File: src/rtl/supply_rst_pkg.sv
package supply_rst_pkg;

  typedef enum logic [2:0] {
    PWR_HOLD   = 3'd0,
    RAIL_WAIT  = 3'd1,
    RUNNING    = 3'd2,
    DIP_FILTER = 3'd3,
    RST_PULSE  = 3'd4
  } supState_t;

  typedef struct packed {
    logic cntClr;
    logic cntInc;
    logic setBrown;
    logic setManual;
  } supStrobe_t;

  localparam logic [2:0] CAUSE_POWER  = 3'b001;
  localparam logic [2:0] CAUSE_BROWN  = 3'b010;
  localparam logic [2:0] CAUSE_MANUAL = 3'b100;

endpackage

File: src/rtl/supply_rst_datapath.sv
module supply_rst_datapath
  import supply_rst_pkg::*;
#(
  parameter int STABLE_CYC = 4096,
  parameter int FILTER_CYC = 1000,
  parameter int PULSE_CYC  = 200
) (
  input  logic       clk,
  input  logic       porN,
  input  supStrobe_t strobe,
  output logic       stableHit,
  output logic       filterHit,
  output logic       pulseHit,
  output logic [2:0] rstCause
);

  localparam int MAX_A = (STABLE_CYC > FILTER_CYC) ? STABLE_CYC : FILTER_CYC;
  localparam int MAX_CYC = (MAX_A > PULSE_CYC) ? MAX_A : PULSE_CYC;
  localparam int CNT_W = $clog2(MAX_CYC + 1);

  logic [CNT_W-1:0] cnt;
  logic [CNT_W-1:0] cntBase;

  assign cntBase = strobe.cntClr ? '0 : cnt;

  always_ff @(posedge clk or negedge porN) begin
    if (!porN) begin
      cnt <= '0;
    end else begin
      cnt <= cntBase + CNT_W'(strobe.cntInc);
    end
  end

  assign stableHit = (cnt == CNT_W'(STABLE_CYC - 1));
  assign filterHit = (cnt == CNT_W'(FILTER_CYC - 1));
  assign pulseHit  = (cnt == CNT_W'(PULSE_CYC - 1));

  always_ff @(posedge clk or negedge porN) begin
    if (!porN) begin
      rstCause <= CAUSE_POWER;
    end else if (strobe.setManual) begin
      rstCause <= CAUSE_MANUAL;
    end else if (strobe.setBrown) begin
      rstCause <= CAUSE_BROWN;
    end
  end

  AST_CAUSE_ONEHOT: assert property (@(posedge clk) disable iff (!porN)
    $onehot(rstCause));
  AST_CAUSE_HELD: assert property (@(posedge clk) disable iff (!porN)
    !(strobe.setManual || strobe.setBrown) |=> $stable(rstCause));
  AST_CNT_BOUND: assert property (@(posedge clk) disable iff (!porN)
    cnt <= CNT_W'(MAX_CYC));

endmodule

File: src/rtl/supply_rst_ctrl.sv
module supply_rst_ctrl
  import supply_rst_pkg::*;
(
  input  logic       clk,
  input  logic       porN,
  input  logic       railLow,
  input  logic       railHigh,
  input  logic       manualReq,
  input  logic       stableHit,
  input  logic       filterHit,
  input  logic       pulseHit,
  output supStrobe_t strobe,
  output logic       rstOut
);

  supState_t state, stateNext;

  always_ff @(posedge clk or negedge porN) begin
    if (!porN) state <= PWR_HOLD;
    else       state <= stateNext;
  end

  always_comb begin
    stateNext = state;
    strobe    = '0;
    unique case (state)
      PWR_HOLD: begin
        stateNext     = RAIL_WAIT;
        strobe.cntClr = 1'b1;
      end
      RAIL_WAIT: begin
        if (!railHigh) begin
          strobe.cntClr = 1'b1;
        end else if (stableHit) begin
          stateNext     = RUNNING;
          strobe.cntClr = 1'b1;
        end else begin
          strobe.cntInc = 1'b1;
        end
      end
      RUNNING: begin
        if (manualReq) begin
          stateNext        = RST_PULSE;
          strobe.cntClr    = 1'b1;
          strobe.setManual = 1'b1;
        end else if (railLow) begin
          stateNext     = DIP_FILTER;
          strobe.cntClr = 1'b1;
          strobe.cntInc = 1'b1;
        end
      end
      DIP_FILTER: begin
        if (manualReq) begin
          stateNext        = RST_PULSE;
          strobe.cntClr    = 1'b1;
          strobe.setManual = 1'b1;
        end else if (!railLow) begin
          stateNext     = RUNNING;
          strobe.cntClr = 1'b1;
        end else if (filterHit) begin
          stateNext       = RST_PULSE;
          strobe.cntClr   = 1'b1;
          strobe.setBrown = 1'b1;
        end else begin
          strobe.cntInc = 1'b1;
        end
      end
      RST_PULSE: begin
        if (pulseHit) begin
          stateNext     = RAIL_WAIT;
          strobe.cntClr = 1'b1;
        end else begin
          strobe.cntInc = 1'b1;
        end
      end
      default: begin
        stateNext     = PWR_HOLD;
        strobe.cntClr = 1'b1;
      end
    endcase
  end

  assign rstOut = (state == PWR_HOLD) || (state == RAIL_WAIT) || (state == RST_PULSE);

  AST_RELEASE_NEEDS_HIGH: assert property (@(posedge clk) disable iff (!porN)
    $fell(rstOut) |-> $past(railHigh));
  AST_QUIET_RUN_STAYS: assert property (@(posedge clk) disable iff (!porN)
    (state == RUNNING && !railLow && !manualReq) |=> !rstOut);
  AST_PULSE_EXIT: assert property (@(posedge clk) disable iff (!porN)
    (state == RST_PULSE) |=> (state == RST_PULSE || state == RAIL_WAIT));
  AST_RESET_IGNORES_MANUAL: assert property (@(posedge clk) disable iff (!porN)
    (rstOut && state != RAIL_WAIT) |=> rstOut);

endmodule

File: src/rtl/supply_rst_top.sv
module supply_rst_top
  import supply_rst_pkg::*;
#(
  parameter int STABLE_CYC = 4096,
  parameter int FILTER_CYC = 1000,
  parameter int PULSE_CYC  = 200
) (
  input  logic       clk,
  input  logic       porN,
  input  logic       railLow,
  input  logic       railHigh,
  input  logic       manualReq,
  output logic       sysReset,
  output logic [2:0] rstCause
);

  supStrobe_t strobe;
  logic stableHit, filterHit, pulseHit;

  initial begin
    if (STABLE_CYC < 1 || PULSE_CYC < 1 || FILTER_CYC < 2)
      $error("supply_rst_top: cycle parameters out of range");
  end

  supply_rst_ctrl ctrl_i (
    .clk       (clk),
    .porN      (porN),
    .railLow   (railLow),
    .railHigh  (railHigh),
    .manualReq (manualReq),
    .stableHit (stableHit),
    .filterHit (filterHit),
    .pulseHit  (pulseHit),
    .strobe    (strobe),
    .rstOut    (sysReset)
  );

  supply_rst_datapath #(
    .STABLE_CYC (STABLE_CYC),
    .FILTER_CYC (FILTER_CYC),
    .PULSE_CYC  (PULSE_CYC)
  ) dp_i (
    .clk       (clk),
    .porN      (porN),
    .strobe    (strobe),
    .stableHit (stableHit),
    .filterHit (filterHit),
    .pulseHit  (pulseHit),
    .rstCause  (rstCause)
  );

endmodule

File: config.mk
export PLATFORM = sky130hd
export DESIGN_NAME = supply_rst_top
export DESIGN_NICKNAME = d
export VERILOG_FILES = /design/src/rtl/supply_rst_pkg.sv /design/src/rtl/supply_rst_datapath.sv /design/src/rtl/supply_rst_ctrl.sv /design/src/rtl/supply_rst_top.sv
export SDC_FILE = /design/constraint.sdc
export NUM_CORES = 1
export LEC_CHECK = 0
export BUFFER_PORTS_ARGS = -buffer_cell sky130_fd_sc_hd__clkbuf_2
export CAP_MARGIN = 25
export CORE_MARGIN = 4
export CORE_UTILIZATION = 46
export DETAILED_ROUTE_END_ITERATION = 16
export GPL_ROUTABILITY_DRIVEN = 1
export GPL_TIMING_DRIVEN = 0
export PLACE_DENSITY = 0.75
export SYNTH_ARGS = -nofsm -noshare
export SYNTH_HDL_FRONTEND = slang
export SYNTH_HIERARCHICAL = 1
export SYNTH_SLANG_ARGS = --single-unit
File: constraint.sdc
create_clock -name clk -period 3.15 [get_ports clk]
set_input_delay 0.315 -clock clk [delete_from_list [all_inputs] [get_ports clk]]
set_output_delay 0.315 -clock clk [all_outputs]
set_load 0.1 [all_outputs]
==> flow_summary.ini <==
[status]
status = finished, final reports clean

[timing]
slew_viol_final = 0
setup_tns_ns = 0
fmax_mhz = 335
slew_headroom_pct = 64.0
skew_ns = 0.00436
setup_viol = 0
max_slew.worst_pin.slew_ns = 0.542
hold_viol_final = 0
finalCritPeriodShare_pct = 94.7
min_period_ns = 2.98

[route]
route.met3.wl_um = 72
drt_wl_total_um = 2200
dr.max_layer_used = met4
vias = 891
wl_per_cell_um = 13.8
dr.pass1.iters = 4
vias_per_cell = 5.60
drc = 0
wl_met1_um = 1010
antenna_left = 0
met2_length_um = 1110
drtIter0Drc = 15

[floorplan]
die_width_um = 56.9
die_h_um = 56.9
start_util_pct = 49.2
rows = 17
core_area_sq_um = 2230
dieArea_sq_um = 3230
ios = 9

[critical_path]
critical_path_class = register to register
reg2reg_depth = 12
critPathRequiredTime_ns = 3.33
startpoint_type = register
cp_max_fo = 10
timing.rr.end = dp_i/cnt[12]
reg2reg_from = dp_i/cnt[2]
reg2reg_setup_slack_ns = 0.17
critPathCaptureType = register
worstPathArrival_ns = 3.16

[power]
power.switching_mw = 0.0948
power_mw = 0.409
pwr-share-seq_pct = 61.7
ir_worst_vdd_mv = 0.342
p_int_mw = 0.314
power_frac_clock_pct = 28.8
p_per_area_nw_per_um2 = 315
p_leak_nw = 0.525
p_sw_share_pct = 23.2
comb_power_share_pct = 9.5

[clock_network]
cts.sink_count = 19
clockRootBuffer = clkbuf_4
cts_buffer_depth = 2
clk_pin_slew_ns = 0.09
cts_tree = done
cts_buffers = 3
h-tree-depth = 1
clkLatencyLatePin_ns = 0.29

[final_layout]
n_antenna_cell = 0
design_area_sq_um = 1300
drive_above_1_share_pct = 26.7
multiInputGateArea_sq_um = 618
seq_area_sq_um = 479
nets = 139
fin_util_pct = 58.0
fill_cells = 199
syn2layout_area_growth_pct = 18.0

[logic_synthesis]
ys_warn_count = 6
synth_nets = 118
async_flop_share_pct = 100
synth_edf_count = 0
synthTopCellsByArea = dfrtp_1, nand2b_1, nor2_1
synth.distinct_cells = 41
ys_seq_elements = 19
yosysTopAreaCell = dfrtp_1
synth_cells = 111
syn_area_per_cell_sq_um = 9.90
ys.flop_type = dfrtp_1
yosysMostFrequentCell = dfrtp_1
syn_area_sq_um = 1100
ys_seq_area_share_pct = 43.4
synthDominantCellAreaShare_pct = 41.0
synth_commonest_cells = dfrtp_1, nor2_1, nand2b_1

[placed_design]
post_dp_cell_area_sq_um = 1170
gp_congestion = 0.804
portBuffers = 8
dpl.hpwl_um = 1540

[min_path]
min_path_cells = 3
worstHoldStart = railHigh
min_delay_worst_endpoint = ctrl_i/state[1]
hold_class = input port to register

[grt]
overflow = 0
antenna_found_initial = 0
grt_pass1_vias = 847
grt_pass1_wl_um = 3640
grt_max_degree = 20
grtUsageTotal_pct = 14.1

[flow_run]
timing.max_cap.violations = 0
power groups by stage:
| stage | sequential [mW] | combinational [mW] | clock, mW |
|---|---|---|---|
| 3_3_place_gp | 0.257 | 0.0305 | 0 |
| 5_1_grt | 0.253 | 0.0432 | 0.137 |
| 3_5_place_dp | 0.257 | 0.0314 | 0 |
| 4_1_cts | 0.252 | 0.0325 | 0.126 |
| 2_1_floorplan | 0.261 | 0.0137 | 0 |
| 6_report | 0.252 | 0.0390 | 0.118 |
cell usage in the layout (no fill, tap or decap), types with 2 or more instances in the layout:
| cell | n |
|---|---|
| clkbuf_4 | 3 |
| and3_1 | 3 |
| a21oi_1 | 5 |
| nor3_1 | 3 |
| nor3b_1 | 2 |
| nand3_1 | 2 |
| nor4_1 | 5 |
| nand4_1 | 2 |
| nand2_1 | 5 |
| nand4b_1 | 2 |
| xnor2_1 | 4 |
| xor2_1 | 2 |
| mux2i_1 | 2 |
| dfrtp_1 | 16 |
| nor4bb_1 | 2 |
| inv_1 | 3 |
| o21ai_0 | 2 |
| nor2_1 | 10 |
| buf_4 | 9 |
| dfrtp_2 | 2 |
| clkbuf_1 | 2 |
| clkbuf_2 | 8 |
| nor4_2 | 2 |
| nand2b_1 | 7 |
| nor2b_1 | 4 |
| mux2_1 | 2 |
layer usage:
metal / vias up / global-route usage (%)
li1: 444 / -
met1: 436 / 18.4
met2: 9 / 23.3
met3: 2 / 4.37
met4: 0 / 1.99
met5: - / 0
timing repair:
item,CTS,global route
cloned,0,0
gates resized for setup,2,10
pin swaps,1,2
setup buffers,0,7
setup endpoints to repair,2,4
hold endpoints to repair,18,0
hold buffers,1,0
metrics by stage:
step | hold WS [ns] | setup slack (ns) | std cells
floorplan | 0.0194 | 0.265 | 111
global placement | 0.290 | -0.105 | 147
detailed placement | 0.297 | -0.128 | 147
CTS | 0.296 | 0.00400 | 152
global route | 0.299 | -0.0149 | 159
finish | 0.310 | 0.166 | 159
layout make-up:
cell class	instances	area share, %
inverter	3	0.869
multi-input combinational	85	47.7
timing repair buffer	16	7.92
tap	28	2.70
clock buffer	4	2.03
sequential	19	37.0
buffer	4	1.83
worst max-delay path by stage:
stage	start	end
4_1_cts	dp_i/cnt[2]	dp_i/cnt[12]
2_1_floorplan	dp_i/cnt[7]	dp_i/cnt[12]
5_1_grt	dp_i/cnt[2]	dp_i/cnt[12]
3_5_place_dp	dp_i/cnt[7]	dp_i/cnt[12]
3_3_place_gp	dp_i/cnt[7]	dp_i/cnt[12]
6_report	dp_i/cnt[2]	dp_i/cnt[12]
worst max-delay path, cell delays in order (launching register included):
cell,delay [ns]
dfrtp_2,0.43
nand4b_1,0.13
nor2_1,0.06
and3_1,0.16
or4b_4,0.51
o211a_4,0.19
buf_4,0.18
nor2b_2,0.11
ha_2,0.21
ha_4,0.15
nand3b_1,0.11
nor4_2,0.29
mux2_1,0.35
kinds of logic (layout without fill, tap and decap cells):
family | Yosys count | count (layout) | synth area share, %
AND/OR/NAND/NOR | 56 | 56 | 32.3
flip-flops | 19 | 19 | 43.4
AO/OA/AOI/OAI | 17 | 17 | 10.5
buffers and inverters | 7 | 27 | 2.85
XOR/XNOR | 6 | 6 | 4.78
multiplexers | 4 | 4 | 3.87
adder cells (fa/ha/maj) | 2 | 2 | 2.28
state kept, by name (all words and copies together) (netlist names):
signal,count
dp_i/cnt,13
ctrl_i/state,3
dp_i/rstCause,3
(Power assumes the default switching activity.)
